`src/rtl/bd_stage_pkg.sv`:
```
package bd_stage_pkg;

  typedef enum logic [1:0] {
    IN_IDLE = 2'd0,
    IN_WAIT = 2'd1,
    IN_ACK  = 2'd2
  } in_state_e;

  // Placeholder function block: add a constant; caller truncates to its width.
  function automatic logic [63:0] stage_op(input logic [63:0] x, input logic [63:0] step);
    return x + step;
  endfunction

endpackage

```
`src/rtl/bd_match_delay.sv`:
```
module bd_match_delay #(
  parameter int DELAY_CYCLES = 4
) (
  input  logic clk,
  input  logic rst_n,
  input  logic start,
  output logic expired
);
  localparam int CW = (DELAY_CYCLES < 2) ? 1 : $clog2(DELAY_CYCLES + 1);

  generate
    if (DELAY_CYCLES == 0) begin : g_none
      assign expired = 1'b1;
    end else begin : g_count
      logic [CW-1:0] cnt_q;
      always_ff @(posedge clk or negedge rst_n) begin
        if (!rst_n) begin
          cnt_q <= '0;
        end else if (start) begin
          cnt_q <= CW'(DELAY_CYCLES);
        end else if (cnt_q != '0) begin
          cnt_q <= cnt_q - 1'b1;
        end
      end
      assign expired = (cnt_q == '0);
    end
  endgenerate

endmodule

```
`src/rtl/bd_in_ctrl.sv`:
```
module bd_in_ctrl
  import bd_stage_pkg::*;
(
  input  logic clk,
  input  logic rst_n,
  input  logic req_in,
  input  logic expired,
  input  logic slot_full,
  output logic start_delay,
  output logic latch_en,
  output logic ack_in
);
  in_state_e state_q, state_d;

  always_comb begin
    state_d     = state_q;
    start_delay = 1'b0;
    latch_en    = 1'b0;
    unique case (state_q)
      IN_IDLE: begin
        if (req_in) begin
          start_delay = 1'b1;
          state_d     = IN_WAIT;
        end
      end
      IN_WAIT: begin
        if (expired && !slot_full) begin
          latch_en = 1'b1;
          state_d  = IN_ACK;
        end
      end
      IN_ACK: begin
        if (!req_in) state_d = IN_IDLE;
      end
      default: state_d = IN_IDLE;
    endcase
  end

  always_ff @(posedge clk or negedge rst_n) begin
    if (!rst_n) state_q <= IN_IDLE;
    else        state_q <= state_d;
  end

  assign ack_in = (state_q == IN_ACK);

endmodule

```
`src/rtl/bd_result_reg.sv`:
```
module bd_result_reg #(
  parameter int DATA_W = 8
) (
  input  logic              clk,
  input  logic              rst_n,
  input  logic              latch_en,
  input  logic              consume,
  input  logic [DATA_W-1:0] d,
  output logic [DATA_W-1:0] q,
  output logic              full
);
  always_ff @(posedge clk or negedge rst_n) begin
    if (!rst_n) begin
      q    <= '0;
      full <= 1'b0;
    end else begin
      if (latch_en) begin
        q    <= d;
        full <= 1'b1;
      end else if (consume) begin
        full <= 1'b0;
      end
    end
  end

endmodule

```
`src/rtl/bd_out_ctrl.sv`:
```
module bd_out_ctrl (
  input  logic clk,
  input  logic rst_n,
  input  logic full,
  input  logic ack_out,
  output logic req_out,
  output logic consume
);
  assign consume = req_out && ack_out;

  always_ff @(posedge clk or negedge rst_n) begin
    if (!rst_n) begin
      req_out <= 1'b0;
    end else if (consume) begin
      req_out <= 1'b0;
    end else if (!req_out && full && !ack_out) begin
      req_out <= 1'b1;
    end
  end

endmodule

```
`src/rtl/bd_stage.sv`:
```
module bd_stage
  import bd_stage_pkg::*;
#(
  parameter int DATA_W       = 8,
  parameter int STEP         = 1,
  parameter int DELAY_CYCLES = 4
) (
  input  logic              clk,
  input  logic              rst_n,
  input  logic              req_in,
  input  logic [DATA_W-1:0] data_in,
  output logic              ack_in,
  output logic              req_out,
  output logic [DATA_W-1:0] data_out,
  input  logic              ack_out
);
  // Named internal events, visible to the checker
  logic              start_delay;
  logic              delay_done;
  logic              latch_en;
  logic              consume;
  logic              slot_full;
  logic [DATA_W-1:0] fn_result;

  assign fn_result = DATA_W'(stage_op(64'(data_in), 64'(STEP)));

  bd_match_delay #(.DELAY_CYCLES(DELAY_CYCLES)) u_delay (
    .clk     (clk),
    .rst_n   (rst_n),
    .start   (start_delay),
    .expired (delay_done)
  );

  bd_in_ctrl u_in (
    .clk         (clk),
    .rst_n       (rst_n),
    .req_in      (req_in),
    .expired     (delay_done),
    .slot_full   (slot_full),
    .start_delay (start_delay),
    .latch_en    (latch_en),
    .ack_in      (ack_in)
  );

  bd_result_reg #(.DATA_W(DATA_W)) u_hold (
    .clk      (clk),
    .rst_n    (rst_n),
    .latch_en (latch_en),
    .consume  (consume),
    .d        (fn_result),
    .q        (data_out),
    .full     (slot_full)
  );

  bd_out_ctrl u_out (
    .clk     (clk),
    .rst_n   (rst_n),
    .full    (slot_full),
    .ack_out (ack_out),
    .req_out (req_out),
    .consume (consume)
  );

endmodule

```
`config.mk`:
```
export PLATFORM = sky130hd
export DESIGN_NAME = bd_stage
export DESIGN_NICKNAME = d
export VERILOG_FILES = /design/src/rtl/bd_stage_pkg.sv /design/src/rtl/bd_match_delay.sv /design/src/rtl/bd_in_ctrl.sv /design/src/rtl/bd_result_reg.sv /design/src/rtl/bd_out_ctrl.sv /design/src/rtl/bd_stage.sv
export SDC_FILE = /design/constraint.sdc
export NUM_CORES = 1
export LEC_CHECK = 0
export CORE_ASPECT_RATIO = 1.2
export CORE_MARGIN = 2
export CORE_UTILIZATION = 46
export DETAILED_ROUTE_END_ITERATION = 16
export PLACE_DENSITY = 0.76
export SLEW_MARGIN = 25
export SYNTH_ARGS = -nofsm -noshare
export SYNTH_HDL_FRONTEND = slang
export SYNTH_HIERARCHICAL = 1
export SYNTH_SLANG_ARGS = --single-unit
```
`constraint.sdc`:
```
create_clock -name clk -period 1.74 [get_ports clk]
set_input_delay 0.174 -clock clk [delete_from_list [all_inputs] [get_ports clk]]
set_output_delay 0.174 -clock clk [all_outputs]
set_load 0.02 [all_outputs]
```
==> Yosys cells after proc, flatten, opt, wreduce, memory -nomap -nowiden <==
Index checks and enable logic that the tools add are counted.
{ "op_classes": {"n_addsub": 2, "eq_ne": 5, "mux": 14, "n_reduce_logical": 14} }
{ "op_table": {"columns": ["operator", "count"], "rows": [
  ["$add A8 B1 Y8 const B", 1],
  ["$mux W1", 8],
  ["$mux W2", 3],
  ["$mux W3", 2],
  ["$pmux W2 S3", 1],
  ["$reduce_bool A2 Y1", 3],
  ["$logic_and A1 B1 Y1", 4],
  ["$ne A2 B2 Y1 const B", 2],
  ["$logic_not A1 Y1", 3],
  ["$logic_not A3 Y1", 1],
  ["$reduce_and A3 Y1", 1],
  ["$reduce_bool A3 Y1", 1],
  ["$sub A3 B1 Y3 const B", 1],
  ["$eq A2 B1 Y1 const B", 1],
  ["$eq A2 B2 Y1 const B", 1],
  ["$logic_not A2 Y1", 1],
  ["$ne A2 B1 Y1 const B", 1]
]} }
{ "word_totals": {"reg_bits": 15, "input_bits": 12, "out_inout_bits": 10, "wordCells": 40} }

==> Depth between registers and ports, before layout <==
Gate-level depths: netlist (run 1).
{ "logic_depth": {"depth_word": 5, "mapped_depth": 6, "ltp_nobuf": 5} }

==> Cells and area by module <==
The synthesis (run 1) kept the hierarchy.
{ "by_module_without_submodules": {"columns": ["module", "instances", "cells_per_inst", "area_per_inst_um2", "seq_area_each_um2"], "rows": [
  ["bd_result_reg", 1, 20, 369.1, 225.2],
  ["bd_match_delay", 1, 16, 183.9, 75.1],
  ["bd_stage", 1, 16, 116.4, 0.0],
  ["bd_in_ctrl", 1, 9, 103.8, 50.0],
  ["bd_out_ctrl", 1, 3, 42.5, 25.0]
]} }

==> Least setup slack after synthesis (run 1) <==
Ideal clock, no wire load.
{ "synth_timing": {"path_kind": "register to register", "from": "register u_delay.g_count.cnt_q[0]", "to": "register u_hold.q[0]", "setup_ps": 125, "arrival_time_ps": 1465, "t_required_ps": 1615, "slack_ps": 150, "stages_incl_launch_ff": 7, "n_path_buf": 1, "period_less_slack_ps": 1590, "cell_sequence": "dfrtp_1 > inv_1 > ha_1 > nor2b_4 > and4bb_4 > buf_6 > mux2_4"} }
{ "synth_between": {"elab_chain_cells": 4} }
{ "synth_lines": {"columns": ["item", "line", "source"], "rows": [
  ["from (decl)", "bd_match_delay.sv:15", "logic [CW-1:0] cnt_q;"],
  ["from (signal assigned)", "bd_match_delay.sv:20", "cnt_q <= CW'(DELAY_CYCLES);"],
  ["from (signal assigned)", "bd_match_delay.sv:22", "cnt_q <= cnt_q - 1'b1;"],
  ["$logic_not A3 Y1", "bd_match_delay.sv:25", "assign expired = (cnt_q == '0);"],
  ["named net delay_done", "bd_stage.sv:19", "logic delay_done;"],
  ["$logic_and A1 B1 Y1", "bd_in_ctrl.sv:27", "if (expired && !slot_full) begin"],
  ["$mux W1", "bd_in_ctrl.sv:27", null],
  ["$mux W1", "bd_in_ctrl.sv:19", "unique case (state_q)"],
  ["named net latch_en", "bd_stage.sv:20", "logic latch_en;"],
  ["to (signal assigned)", "bd_result_reg.sv:14", "q <= '0;"],
  ["to (signal assigned)", "bd_result_reg.sv:18", "q <= d;"],
  ["to (decl)", "bd_result_reg.sv:9", "output logic [DATA_W-1:0] q,"]
]} }
The timed path passes the listed nets, and every way through them passes these cells.
A chain may end at the register's enable or synchronous reset.

==> Final worst setup path (run 1) <==
Same ends and word-level chain as after synthesis.

==> results of run 1 <==
state kept, by name, summed over array words and instances (netlist names):
signal,cells
u_hold/q,8
u_out/req_out,1
u_in/state_q,2
u_delay/g_count.cnt_q,3
u_hold/full,1
cells in the final DEF, fill, tap and decap left out, types with 2 or more instances in the layout:
master           instances
buf_4                    3
clkdlybuf4s50_1         20
xnor2_1                  3
nor2b_1                  3
dfrtp_1                 15
nand2_1                  2
ha_1                     2
inv_2                    2
mux2_4                   9
clkbuf_4                 3
nor2_1                   4
nand3_1                  2
xor2_1                   3
inv_1                    3
area by class of cell:
cell class | instances | area share (%)
Tap cell | 18 | 2.05
Timing Repair Buffer | 24 | 21.4
Clock buffer | 4 | 2.39
Inverter | 5 | 1.70
Multi-Input combinational cell | 43 | 38.4
Sequential cell | 15 | 34.1
synth_stat cells:
cell type and instances:
o31ai_1 1, o21ba_1 1, and4bb_4 1, nand2_1 2
a21o_1 1, mux2_4 9, nor2_1 4, nand4bb_1 1
inv_1 5, nor3b_1 1, a211o_1 1, nor2b_4 1
buf_6 1, xnor2_1 3, nand3_1 2, ha_1 3
xor2_1 3, nor2b_1 3, a21o_2 1, and2_2 1
and3_1 1, a311oi_1 1, nand3_2 1, dfrtp_1 15
nor3_2 1
routing by layer:
layer  GRT usage, %  vias to the layer above
met4           7.29                        0
met2           26.2                       23
met1           17.7                      262
li1               -                      275
met3           4.32                        2
met5              0                        -
worst max path at each step:
stage | slack [ns] | to | from | cells after the start
floorplan | 0.15 | u_hold/q[0] | u_delay/g_count.cnt_q[0] | 6
global placement | 0.11 | u_hold/q[6] | u_delay/g_count.cnt_q[0] | 5
detailed placement | 0.06 | u_hold/q[3] | u_delay/g_count.cnt_q[0] | 5
CTS | 0.04 | u_hold/q[0] | u_delay/g_count.cnt_q[0] | 5
global route | 0.02 | u_hold/q[0] | u_delay/g_count.cnt_q[0] | 5
finish | 0.11 | u_hold/q[0] | u_delay/g_count.cnt_q[0] | 5
per-stage QoR:
| step | worst slack [ns] | power, W | hold WS, ns | instance area [um2] |
|---|---|---|---|---|
| 2_1_floorplan | 0.150 | 0.00125 | -0.122 | 816 |
| 3_3_place_gp | 0.107 | 0.00156 | 0.453 | 1050 |
| 3_5_place_dp | 0.0600 | 0.00158 | 0.472 | 1050 |
| 5_1_grt | 0.0217 | 0.00194 | 0.227 | 1100 |
| 6_report | 0.108 | 0.00180 | 0.198 | 1100 |
| 4_1_cts | 0.0416 | 0.00178 | 0.201 | 1080 |
kinds of logic after synthesis:
| logic type | share of synthesized area (%) |
|---|---|
| simple gates | 16.4 |
| compound gates | 6.29 |
| fa+ha+maj | 4.60 |
| flops | 46.0 |
| mux | 16.6 |
| buf+inv | 3.68 |
| xor+xnor | 6.44 |
worst max-delay path: cells and delay by family, from the launching register on:
kind,cells,cell delay (ns)
simple gates,2,0.56
flops,1,0.41
mux,1,0.32
fa+ha+maj,1,0.14
buf+inv,1,0.09
power breakdown:
group          switching [W]  internal [W]
registers           0.000127      0.000521
clock network       0.000104     0.0000887
logic               0.000388      0.000576
timing repair:
action	CTS	global route
gates resized for setup	0	5
buffers inserted	0	1
setup endpoints to repair	0	9
==> results.cfg, run 1 <==
[placement]
numPortBuffers = 21
detailed_place_hpwl_mm = 1.12
routabilityCongestion = 0.683
dp.cells = 104

[floorplan]
start_util_pct = 49.7
die_h_um = 50.1
design.core.area_um2 = 1640
die_area_um2 = 2130
ioPinCount = 22
rows = 16
dieWidth_um = 42.4

[yosys]
ys_types = 25
synth.area.top_cells = dfrtp_1, mux2_4, ha_1
synth_nets = 79
syn_inst = 64
postSynthAreaPerCell_um2 = 12.7
ys_seq_area_share_pct = 46.0
synth_top_area_cell = dfrtp_1
netlist.area_leader.share_pct = 46.0
yosys_register_bits = 15
synth_area_um2 = 816
ys.warnings.count = 6

[layout]
final_nets = 107
fin_cells = 109
regArea_um2 = 375
fillers = 140
syn2layout_area_growth_pct = 35.0
final_core_util_pct = 67.1
diodes = 0
drive_gt1_share_pct = 26.4
multiInputGateArea_um2 = 423

[grt]
grt_pass1_vias = 585
grt_overflow_total = 0
antenna_found_initial = 0
grt_start_max_net_pins = 16
grt_pass1_wl_mm = 2.47
track_usage_pct = 15.4

[critical_path]
crit_type = flop to flop
r2r_slack_ns = 0.11
cp_max_fo = 10
worstPathCellList = inv_2 -> ha_4 -> nor2b_4 -> and4bb_4 -> mux2_4
required_ns = 1.90
crit_arrival_ns = 1.79
slowest_stage = dfrtp_1
max_stage_delay_ns = 0.41
reg2reg_depth = 5
r2r-start = u_delay/g_count.cnt_q[0]
end_kind = flop
cp-start-kind = flop
r2r-end = u_hold/q[0]

[drt]
route.met2.wl_um = 729
drt-total-wl_mm = 1.39
dr_wl_met3_um = 81
wl_per_cell_um = 12.7
postRouteAntennaNets = 0
firstDrtPassIters = 4
drc = 0
drtIter0Drc = 6
wl_met1_um = 561
vias = 562
vias_per_cell = 5.16
top_layer_used = met4

[timing]
setup_tns_ns = 0
max_freq_ghz = 0.613
report.final.slew_viol_count = 0
max_slew_margin_pct = 84.3
period_share_pct = 93.8
layout_min_cycle_time_ns = 1.63
final_hold_viol_count = 0
rsz0062_at_grt = no
setup_viol = 0
fin_skew_ns = 0.00218
tightest_slew_ns = 0.235

[hold_path]
worstHoldPathType = input pin to asynchronous set/reset pin

[clocking]
cts_tree = yes
cts_buffers = 3
root_buffer = clkbuf_4
clk_pin_slew_worst_paths_ns = 0.09
clk_latency_ns = 0.27
cts.sinks = 15
htree_num_levels = 1
cts.path.max_buffers = 2
hold_buffers = 0

[power_and_ir_drop]
vdd_drop_max_v = 0.00102
leakage_nw = 0.517
p_per_area_nw_per_um2 = 1640

[status]
outcome = complete, no violations

[flow_run]
maxCapViolCount = 0
No activity file was read; power rests on OpenSTA's default activity.
==> run 2, diff against run 1 <==
Settings changed: CAP_MARGIN set to 20.
==> results of run 2 <==
Same layout as run 1: the final DEF is identical, and so are final timing and power.
